===== src/rtl/regbank_pkg.sv =====
package regbank_pkg;
  // Source addressing-mode codes as seen on src_mode
  typedef enum logic [1:0] {
    AM_DIRECT  = 2'b00,
    AM_OFFSET  = 2'b01,
    AM_POINTER = 2'b10,
    AM_POSTINC = 2'b11
  } src_mode_e;

  // Entries with a fixed role
  localparam int unsigned IDX_PC = 0;
  localparam int unsigned IDX_SP = 1;
  localparam int unsigned IDX_SR = 2;
  localparam int unsigned IDX_CG = 3;
endpackage


===== src/rtl/regbank_store.sv =====
module regbank_store
  import regbank_pkg::*;
#(
  parameter int unsigned DW   = 16,
  parameter int unsigned NREG = 16,
  parameter int unsigned BW   = 8,
  localparam int unsigned AW  = $clog2(NREG)
) (
  input  logic              clk,
  input  logic              rst_n,
  input  logic [DW-1:0]     rst_vector,
  input  logic              wr_en,
  input  logic [AW-1:0]     wr_sel,
  input  logic              wr_byte,
  input  logic [DW-1:0]     wr_data,
  input  logic              pc_inc,
  input  logic              sp_step,
  input  logic              sp_down,
  output logic [NREG*DW-1:0] regs_flat
);
  localparam logic [DW-1:0] STEP = DW'(2);
  localparam logic [DW-1:0] EVEN = ~DW'(1);

  // Byte writes keep the low lane and zero the rest
  logic [DW-1:0] wr_fmt;
  assign wr_fmt = wr_byte ? {{(DW-BW){1'b0}}, wr_data[BW-1:0]} : wr_data;

  for (genvar i = 0; i < NREG; i++) begin : g_ent
    if (i == IDX_CG) begin : g_hole
      assign regs_flat[i*DW +: DW] = '0;
    end else begin : g_reg
      logic [DW-1:0] q, d, rst_val;
      logic          hit;
      assign hit = wr_en && (wr_sel == AW'(i));
      if (i == IDX_PC) begin : g_pc
        assign rst_val = rst_vector & EVEN;
        always_comb begin
          d = q;
          if (hit)         d = wr_fmt & EVEN;
          else if (pc_inc) d = q + STEP;
        end
      end else if (i == IDX_SP) begin : g_sp
        assign rst_val = '0;
        always_comb begin
          d = q;
          if (hit)          d = wr_fmt;
          else if (sp_step) d = sp_down ? q - STEP : q + STEP;
        end
      end else begin : g_gp
        assign rst_val = '0;
        assign d = hit ? wr_fmt : q;
      end
      always_ff @(posedge clk) begin
        if (!rst_n) q <= rst_val;
        else        q <= d;
      end
      assign regs_flat[i*DW +: DW] = q;
    end
  end
endmodule


===== src/rtl/regbank_srcport.sv =====
module regbank_srcport
  import regbank_pkg::*;
#(
  parameter int unsigned DW   = 16,
  parameter int unsigned NREG = 16,
  localparam int unsigned AW  = $clog2(NREG)
) (
  input  logic [NREG*DW-1:0] regs_flat,
  input  logic [AW-1:0]      src_sel,
  input  logic [1:0]         src_mode,
  output logic [DW-1:0]      src_data,
  output logic               src_abs
);
  logic [DW-1:0] raw;
  src_mode_e     mode;
  assign raw  = regs_flat[src_sel*DW +: DW];
  assign mode = src_mode_e'(src_mode);

  always_comb begin
    src_data = raw;
    src_abs  = 1'b0;
    if (src_sel == AW'(IDX_SR)) begin
      unique case (mode)
        AM_DIRECT:  src_data = raw;
        AM_OFFSET:  begin src_data = '0; src_abs = 1'b1; end
        AM_POINTER: src_data = DW'(4);
        AM_POSTINC: src_data = DW'(8);
        default:    src_data = raw;
      endcase
    end else if (src_sel == AW'(IDX_CG)) begin
      unique case (mode)
        AM_DIRECT:  src_data = '0;
        AM_OFFSET:  src_data = DW'(1);
        AM_POINTER: src_data = DW'(2);
        AM_POSTINC: src_data = '1;
        default:    src_data = '0;
      endcase
    end
  end
endmodule


===== src/rtl/regbank_cg.sv =====
module regbank_cg
  import regbank_pkg::*;
#(
  parameter int unsigned DW   = 16,
  parameter int unsigned NREG = 16,
  parameter int unsigned BW   = 8,
  localparam int unsigned AW  = $clog2(NREG)
) (
  input  logic          clk,
  input  logic          rst_n,
  input  logic [DW-1:0] rst_vector,
  input  logic [AW-1:0] src_sel,
  input  logic [1:0]    src_mode,
  output logic [DW-1:0] src_data,
  output logic          src_abs,
  input  logic [AW-1:0] dst_sel,
  output logic [DW-1:0] dst_data,
  input  logic          wr_en,
  input  logic [AW-1:0] wr_sel,
  input  logic          wr_byte,
  input  logic [DW-1:0] wr_data,
  input  logic          pc_inc,
  input  logic          sp_step,
  input  logic          sp_down,
  output logic [DW-1:0] pc_o,
  output logic [DW-1:0] sp_o
);
  logic [NREG*DW-1:0] regs_flat;

  regbank_store #(.DW(DW), .NREG(NREG), .BW(BW)) u_store (
    .clk(clk), .rst_n(rst_n), .rst_vector(rst_vector),
    .wr_en(wr_en), .wr_sel(wr_sel), .wr_byte(wr_byte), .wr_data(wr_data),
    .pc_inc(pc_inc), .sp_step(sp_step), .sp_down(sp_down),
    .regs_flat(regs_flat)
  );

  regbank_srcport #(.DW(DW), .NREG(NREG)) u_src (
    .regs_flat(regs_flat), .src_sel(src_sel), .src_mode(src_mode),
    .src_data(src_data), .src_abs(src_abs)
  );

  assign dst_data = regs_flat[dst_sel*DW +: DW];
  assign pc_o     = regs_flat[IDX_PC*DW +: DW];
  assign sp_o     = regs_flat[IDX_SP*DW +: DW];
endmodule


===== config.mk =====
export PLATFORM = sky130hd
export DESIGN_NAME = regbank_cg
export DESIGN_NICKNAME = d
export VERILOG_FILES = /design/src/rtl/regbank_pkg.sv /design/src/rtl/regbank_store.sv /design/src/rtl/regbank_srcport.sv /design/src/rtl/regbank_cg.sv
export SDC_FILE = /design/constraint.sdc
export NUM_CORES = 1
export LEC_CHECK = 0
export BUFFER_PORTS_ARGS = -buffer_cell sky130_fd_sc_hd__buf_2
export CAP_MARGIN = 10
export CORE_UTILIZATION = 65
export DETAILED_ROUTE_END_ITERATION = 8
export PLACE_DENSITY_LB_ADDON = 0.05
export SLEW_MARGIN = 20
export SYNTH_ARGS = -nofsm -noshare
export SYNTH_HDL_FRONTEND = slang
export SYNTH_SLANG_ARGS = --single-unit
export TNS_END_PERCENT = 10

===== constraint.sdc =====
create_clock -name clk -period 3.55 [get_ports clk]
set_input_delay 0.1775 -clock clk [delete_from_list [all_inputs] [get_ports clk]]
set_output_delay 0.1775 -clock clk [all_outputs]
set_load 0.01 [all_outputs]

==> results of run 1 <==
worst min path at each step:
stage | endpoint | startpoint | slack [ns] | depth (start not counted)
floorplan | u_store.g_ent[11].g_reg.q[7] | wr_data[7] | 0.31 | 2
global placement | u_store.g_ent[6].g_reg.q[5] | u_store.g_ent[6].g_reg.q[5] | 0.45 | 2
detailed placement | u_store.g_ent[0].g_reg.q[11] | rst_vector[11] | 0.45 | 2
CTS | u_store.g_ent[12].g_reg.q[0] | wr_data[0] | 0.02 | 3
global route | u_store.g_ent[13].g_reg.q[0] | wr_data[0] | 0.05 | 3
finish | u_store.g_ent[2].g_reg.q[0] | wr_data[0] | 0.04 | 3
cell families after synthesis:
kind of cell / Yosys count / synth area share [%]
mux: 199 / 23.5
fa+ha+maj: 15 / 1.39
simple gates: 624 / 18.6
flops: 239 / 35.2
other cells: 1 / 0.0268
xor+xnor: 17 / 1.06
compound gates: 354 / 14.5
buf+inv: 166 / 5.70
per-layer routing:
metal / GRT usage [%] / share of wire (%) / vias up
li1: - / - / 5774
met1: 53.8 / 37 / 6180
met2: 68.5 / 47 / 806
met4: 24.4 / 5.2 / 0
met3: 7.49 / 11 / 150
met5: 0 / 0 / -
Yosys cell counts, types with 11 or more instances:
library cell  number  share of area, %
nand2_1          469                13
dfxtp_1          224                32
a21oi_1          211               7.5
mux4_2            99                16
clkbuf_1          91               2.4
mux2i_1           55               3.9
nor2_1            52               1.4
mux2_2            42               3.4
o21ai_1           38               1.4
buf_4             36               1.9
buf_2             26              0.93
o21ai_0           26              0.93
nand3_1           21              0.75
nor2b_1           19              0.85
edfxtp_1          15               3.2
ha_1              14               1.3
a21o_1            13              0.70
o211ai_1          12              0.64
a211oi_1          11              0.59
a222oi_1          11              0.79
per-stage QoR:
stage / setup WS, ns / utilization [%] / hold slack [ns]
floorplan: 1.50 / - / 0.313
global placement: 0.973 / 68.7 / 0.449
detailed placement: 0.962 / 68.7 / 0.453
CTS: 0.963 / 73.7 / 0.0162
global route: 0.851 / 73.7 / 0.0513
finish: 0.941 / 73.7 / 0.0382
area by class of cell:
class	instances	area, sq um	share of cell area (%)
repair buffers	169	1040	6.67
flip-flops and latches	239	4930	31.8
clock inverters	11	86.3	0.556
clock buffers	37	815	5.24
well taps	275	344	2.21
inverters	4	20.0	0.129
multi-input cells	1210	8300	53.4
power groups by stage:
stage	registers, mW	logic [mW]	clock network, mW
floorplan	2.92	0.778	0
global placement	2.99	0.994	0
detailed placement	2.99	1.01	0
CTS	2.93	1.03	2.83
global route	2.95	1.12	2.93
finish	2.94	1.05	2.83
repair_timing:
action	CTS	global route
hold buffers	15	0
endpoints found under the hold margin	15	0
resized for setup	0	0
worst min-delay path, cell delays in order:
cell	delay, ns
buf_2	0.20
nand2_1	0.09
a21oi_1	0.05
==> flow_summary.toml, run 1 <==
[floorplanning]
die_w_microns = 149
dieArea_sq_um = 22100
io_pins = 118
fp.coreArea_sq_um = 21100
start_util_pct = 66.4
die_h_microns = 149
row_count = 53

[clock_tree]
cts_max_level = 1
clock_latency_ns = 0.55
cts_buffers = 26
clk_path_buf_depth = 3
clk_pin_slew_ns = 0.06
clock_sinks = 239
cts_tree = "built"
root_buffer = "clkbuf_16"
cts_setup_buffers = 0

[timing]
fmax_mhz = 383
fin_crit_ns = 2.61
worst_pin_slew_ns = 1.09
hold_viol = 0
drv_slew = 0
setup_violations = 0
timing.final.crit_share_pct = 73.5
maxSlewHeadroom_pct = 27.4
tns_ns = 0
finalClockSkew_ns = 0.00613
rsz0062_at_grt = "false"

[power_and_ir_drop]
power_switching_mw = 1.95
p_int_mw = 4.87
power_density_nw_per_um2 = 439
seqPwrFrac_pct = 43.1
leakage_nw = 5.59
p_comb_share_pct = 15.4
switching_share_pct = 28.6
finalPower_mw = 6.82
irDropWorstVdd_mv = 0.367
clkPwrFrac_pct = 41.5

[flow_run]
cap_violations = 0

[worst_setup_path]
ff2ff_path_depth = 6
worst-path-stages = 7
slowest_delay_ns = 0.49
crit_start = "src_sel[1]"
crit_required_ns = 3.37
cp_data_arrival_time_ns = 2.43
crit_family = "buffers and inverters"
r2r-end = "u_store.g_ent[1].g_reg.q[11]"
r2r_start = "u_store.g_ent[1].g_reg.q[1]"
cp_cell_sequence = "buf_2 > buf_4 > mux4_2 > mux4_2 > a221oi_1 > nor2_1 > buf_2"
worst_setup_path_end_kind = "output port"
cp_slowest_cell = "buf_2"
critPathKind = "in2out"
start_kind = "input port"
rrSetupSlack_ns = 1.03
path_buf_inv = 3
crit_fanout = 21
crit_path_end = "src_data[2]"

[outcome]
outcome = "completed"

[layout]
diodes = 0
fillers = 1622
mostFrequentLayoutCells = "nand2_1 (469), dfxtp_1 (224), a21oi_1 (211)"
final_cell_area_sq_um = 15500
synthToLayoutAreaGrowth_pct = 10.9
mostFrequentLayoutCell = "nand2_1"
fin_nets = 1718
top_register = "u_store.g_ent.g_reg.q"
drive_above_1_share_pct = 21.6
largest_registers = "u_store.g_ent.g_reg.q (239)"
finalNonFillerCells = 1945
largest_reg_flops = 239

[logic_synthesis]
synth_edf_count = 15
yosysUniqueCellTypes = 64
synth_flop_cell = "dfxtp_1"
netlist_area_sq_um = 14000
synth-seq-area-share_pct = 35.2
synthesis.instances = 1615
ys_ff_latch = 239
yosysWarningCount = 0
syn_avg_cell_area_sq_um = 8.67
ys_async_sr_fraction_pct = 0
synth_fp_nets = 1683

[place]
placed_area_sq_um = 14500
numPortBuffers = 115
dpl.hpwl_microns = 29800
dp_cells = 1882
place.gp.congestion = 0.979

[route]
drtIter0Drc = 1703
vias = 12900
drc = 0
vias_per_cell = 6.64
antenna_left = 0
drt_pass1_iterations = 8
wire_per_inst_microns = 23.8
wl_microns = 46400

[global_route]
grt_pass1_vias = 12600
antenna_found_initial = 1
grt_start_max_net_pins = 155
grtUsageTotal_pct = 42.4
grt_pass1_wl_microns = 70600
gr-total-overflow = 0

[worst_hold_path]
min-delay-path-class = "in2reg"
No activity file was read; power rests on OpenSTA's default activity.
==> run 2: changes to the inputs <==
ABC_AREA = 1   (was not set)
CORE_UTILIZATION = 61   (was 65)
clock period = 2.44 ns   (was 3.55 ns; I/O delays follow)
==> flow_summary.toml, run 2 <==
[global_route]
grt_start_max_net_pins = 196
grt_pass1_wl_microns = 80100
grt_pass1_vias = 14100
antenna_found_initial = 0
gr-total-overflow = 0
grtUsageTotal_pct = 43.2

[clock_tree]
clock_sinks = 239
clock_latency_ns = 0.55
cts_buffers = 27
root_buffer = "clkbuf_16"
cts_tree = "built"
cts_max_level = 1
clk_pin_slew_ns = 0.06
clk_path_buf_depth = 3

[worst_hold_path]
worstHoldStart = "wr_data[2]"
min-delay-path-class = "in2reg"

[power_and_ir_drop]
seqPwrFrac_pct = 42.0
p_comb_share_pct = 19.1
p_int_mw = 6.99
switching_share_pct = 30.7
leakage_nw = 6.68
power_density_nw_per_um2 = 641
clkPwrFrac_pct = 38.9
irDropWorstVdd_mv = 0.608
power_switching_mw = 3.09

[layout]
regArea_sq_um = 4930
diodes = 0
multi_input_area_sq_um = 7470
top_register = "u_store.g_ent.g_reg.q"
drive_above_1_share_pct = 11.0
fin_nets = 2253
mostFrequentLayoutCell = "o21ai_0"
mostFrequentLayoutCells = "o21ai_0 (394), nand2_1 (360), a21oi_1 (314)"
fillers = 2041
largest_registers = "u_store.g_ent.g_reg.q (239)"
largest_reg_flops = 239
synthToLayoutAreaGrowth_pct = 11.1

[timing]
setup_violations = 0
fin_crit_ns = 2.35
hold_viol = 0
tns_ns = 0
fmax_mhz = 425
setup_slack_ns = 0.0883
worst_pin_slew_ns = 0.890
maxSlewHeadroom_pct = 40.6
finalClockSkew_ns = 0.0166
timing.final.crit_share_pct = 96.4
drv_slew = 0
rsz0062_at_grt = "false"

[worst_setup_path]
crit_start = "u_store.g_ent[0].g_reg.q[7]"
cp_cell_sequence = "inv_1 > nand2_1 > a31oi_1 > nand4_1 > nand2_1 > nand2_1 > buf_2"
start_kind = "register"
slowest_delay_ns = 0.58
critPathKind = "reg2out"
cp_data_arrival_time_ns = 2.23
crit_top_cell = "nand2_1"
r2r_start = "u_store.g_ent[0].g_reg.q[2]"
crit_fanout = 8
crit_required_ns = 2.32
cp_slowest_cell = "edfxtp_1"
worst_setup_path_end_kind = "output port"

[logic_synthesis]
synth_most_common_cell = "o21ai_0"
synth_fp_nets = 2230
ys_async_sr_fraction_pct = 0
synth-seq-area-share_pct = 34.9
netlist_area_sq_um = 14200
yosysUniqueCellTypes = 39
syn_avg_cell_area_sq_um = 6.55
yosys-top-cells-area = "dfxtp_1 (32%), o21ai_0 (14%), a21oi_1 (11%)"
synth_commonest_cells = "o21ai_0 (394), nand2_1 (360), a21oi_1 (314)"
ys_ff_latch = 239
yosysTopAreaCell = "dfxtp_1"
synth_flop_cell = "dfxtp_1"
synthesis.instances = 2162
yosys.area.top_type_share_pct = 31.7
yosysWarningCount = 0
synth_edf_count = 15

[floorplanning]
dieArea_sq_um = 23800
start_util_pct = 62.4
die_w_microns = 154
die_h_microns = 154
fp.coreArea_sq_um = 22700
row_count = 55
io_pins = 118

[place]
dpl.hpwl_microns = 34500
place.gp.congestion = 1.00
numPortBuffers = 115
place_ws_ns = 0.441

[route]
vias_per_cell = 6.39
wl_microns = 52700
wire_per_inst_microns = 21.2
antenna_left = 0
drc = 0
drtIter0Drc = 2370
vias = 15900
drt_pass1_iterations = 8

[outcome]
outcome = "completed"

[flow_run]
cap_violations = 0
==> run 2: cell count changes after synthesis, moves of 62 or more <==
cell / change
inv_1: +201
nor2_1: +79
o211ai_1: +62
a21oi_1: +103
nand3_1: +84
nand2_1: -109
mux4_2: -99
o21ai_0: +368
==> run 2: stage by stage <==
stage | power (mW) | utilization, % | instances | cell area, sq um | hold slack [ns]
after global routing | 10.4 | 69.3 | 2485 | 15700 | 0.0434
after global placement | 6.11 | 64.6 | 2420 | 14700 | 0.392
final | 10.1 | 69.3 | 2485 | 15700 | 0.0150
after CTS | 10.0 | 69.3 | 2485 | 15700 | 0.00779
after detailed placement | 6.14 | 64.6 | 2420 | 14700 | 0.397
after floorplan | 5.52 | - | 2162 | 14200 | 0.296
==> run 2: layout make-up <==
cell class	instances	area share, %
clock inverter	4	0.143
tap	285	2.27
clock buffer	40	5.19
multi-input combinational	1507	47.5
inverter	218	5.20
sequential	239	31.4
timing repair buffer	192	8.35
==> run 2: timing repair <==
item | 4_1_cts | 5_1_grt
hold buffers | 21 | 0
buffers inserted | 0 | 0
hold endpoints to repair | 37 | 0
endpoints found under the setup margin | 0 | 0
resized for setup | 0 | 0
==> run 2: kinds of logic after synthesis <==
logic type,after synthesis,synth area share [%]
AOI/OAI and AO/OA,819,30.7
xor gates and xnor gates,14,0.866
adders and majority gates,15,1.38
buffers and inverters,416,12.6
DFF,239,34.9
other,1,0.0265
and+or+nand+nor,658,19.6
==> run 2: worst paths after layout <==
kind / end / slack [ns] / depth (start not counted)
hold / removal: u_store.g_ent[12].g_reg.q[2] / 0.02 / 3
setup / recovery: src_data[7] / 0.09 / 7
hold reg to reg: u_store.g_ent[12].g_reg.q[7] / 0.47 / 2
setup reg to reg: u_store.g_ent[0].g_reg.q[11] / 0.35 / 8
==> run 2: critical path, delay by kind of cell, from the launching register on <==
kind	cells	cell delay (ns)
flops	1	0.58
simple gates	4	0.40
compound gates	1	0.38
buf+inv	2	0.32
==> run 2: power groups by stage <==
stage	clock, mW	sequential [mW]	combinational (mW)
CTS	3.91	4.23	1.87
global route	4.09	4.24	2.08
finish	3.92	4.24	1.93
detailed placement	0	4.31	1.83
global placement	0	4.31	1.80
floorplan	0	4.26	1.26
==> run 2: metal layers <==
metal  part of all wire (%)  track usage [%]  routed length (microns)
met5                      0            0.207                        0
met4                    6.0             22.4                     3180
met3                     12             7.85                     6580
met2                     42             65.1                    22300
met1                     39             59.1                    20600
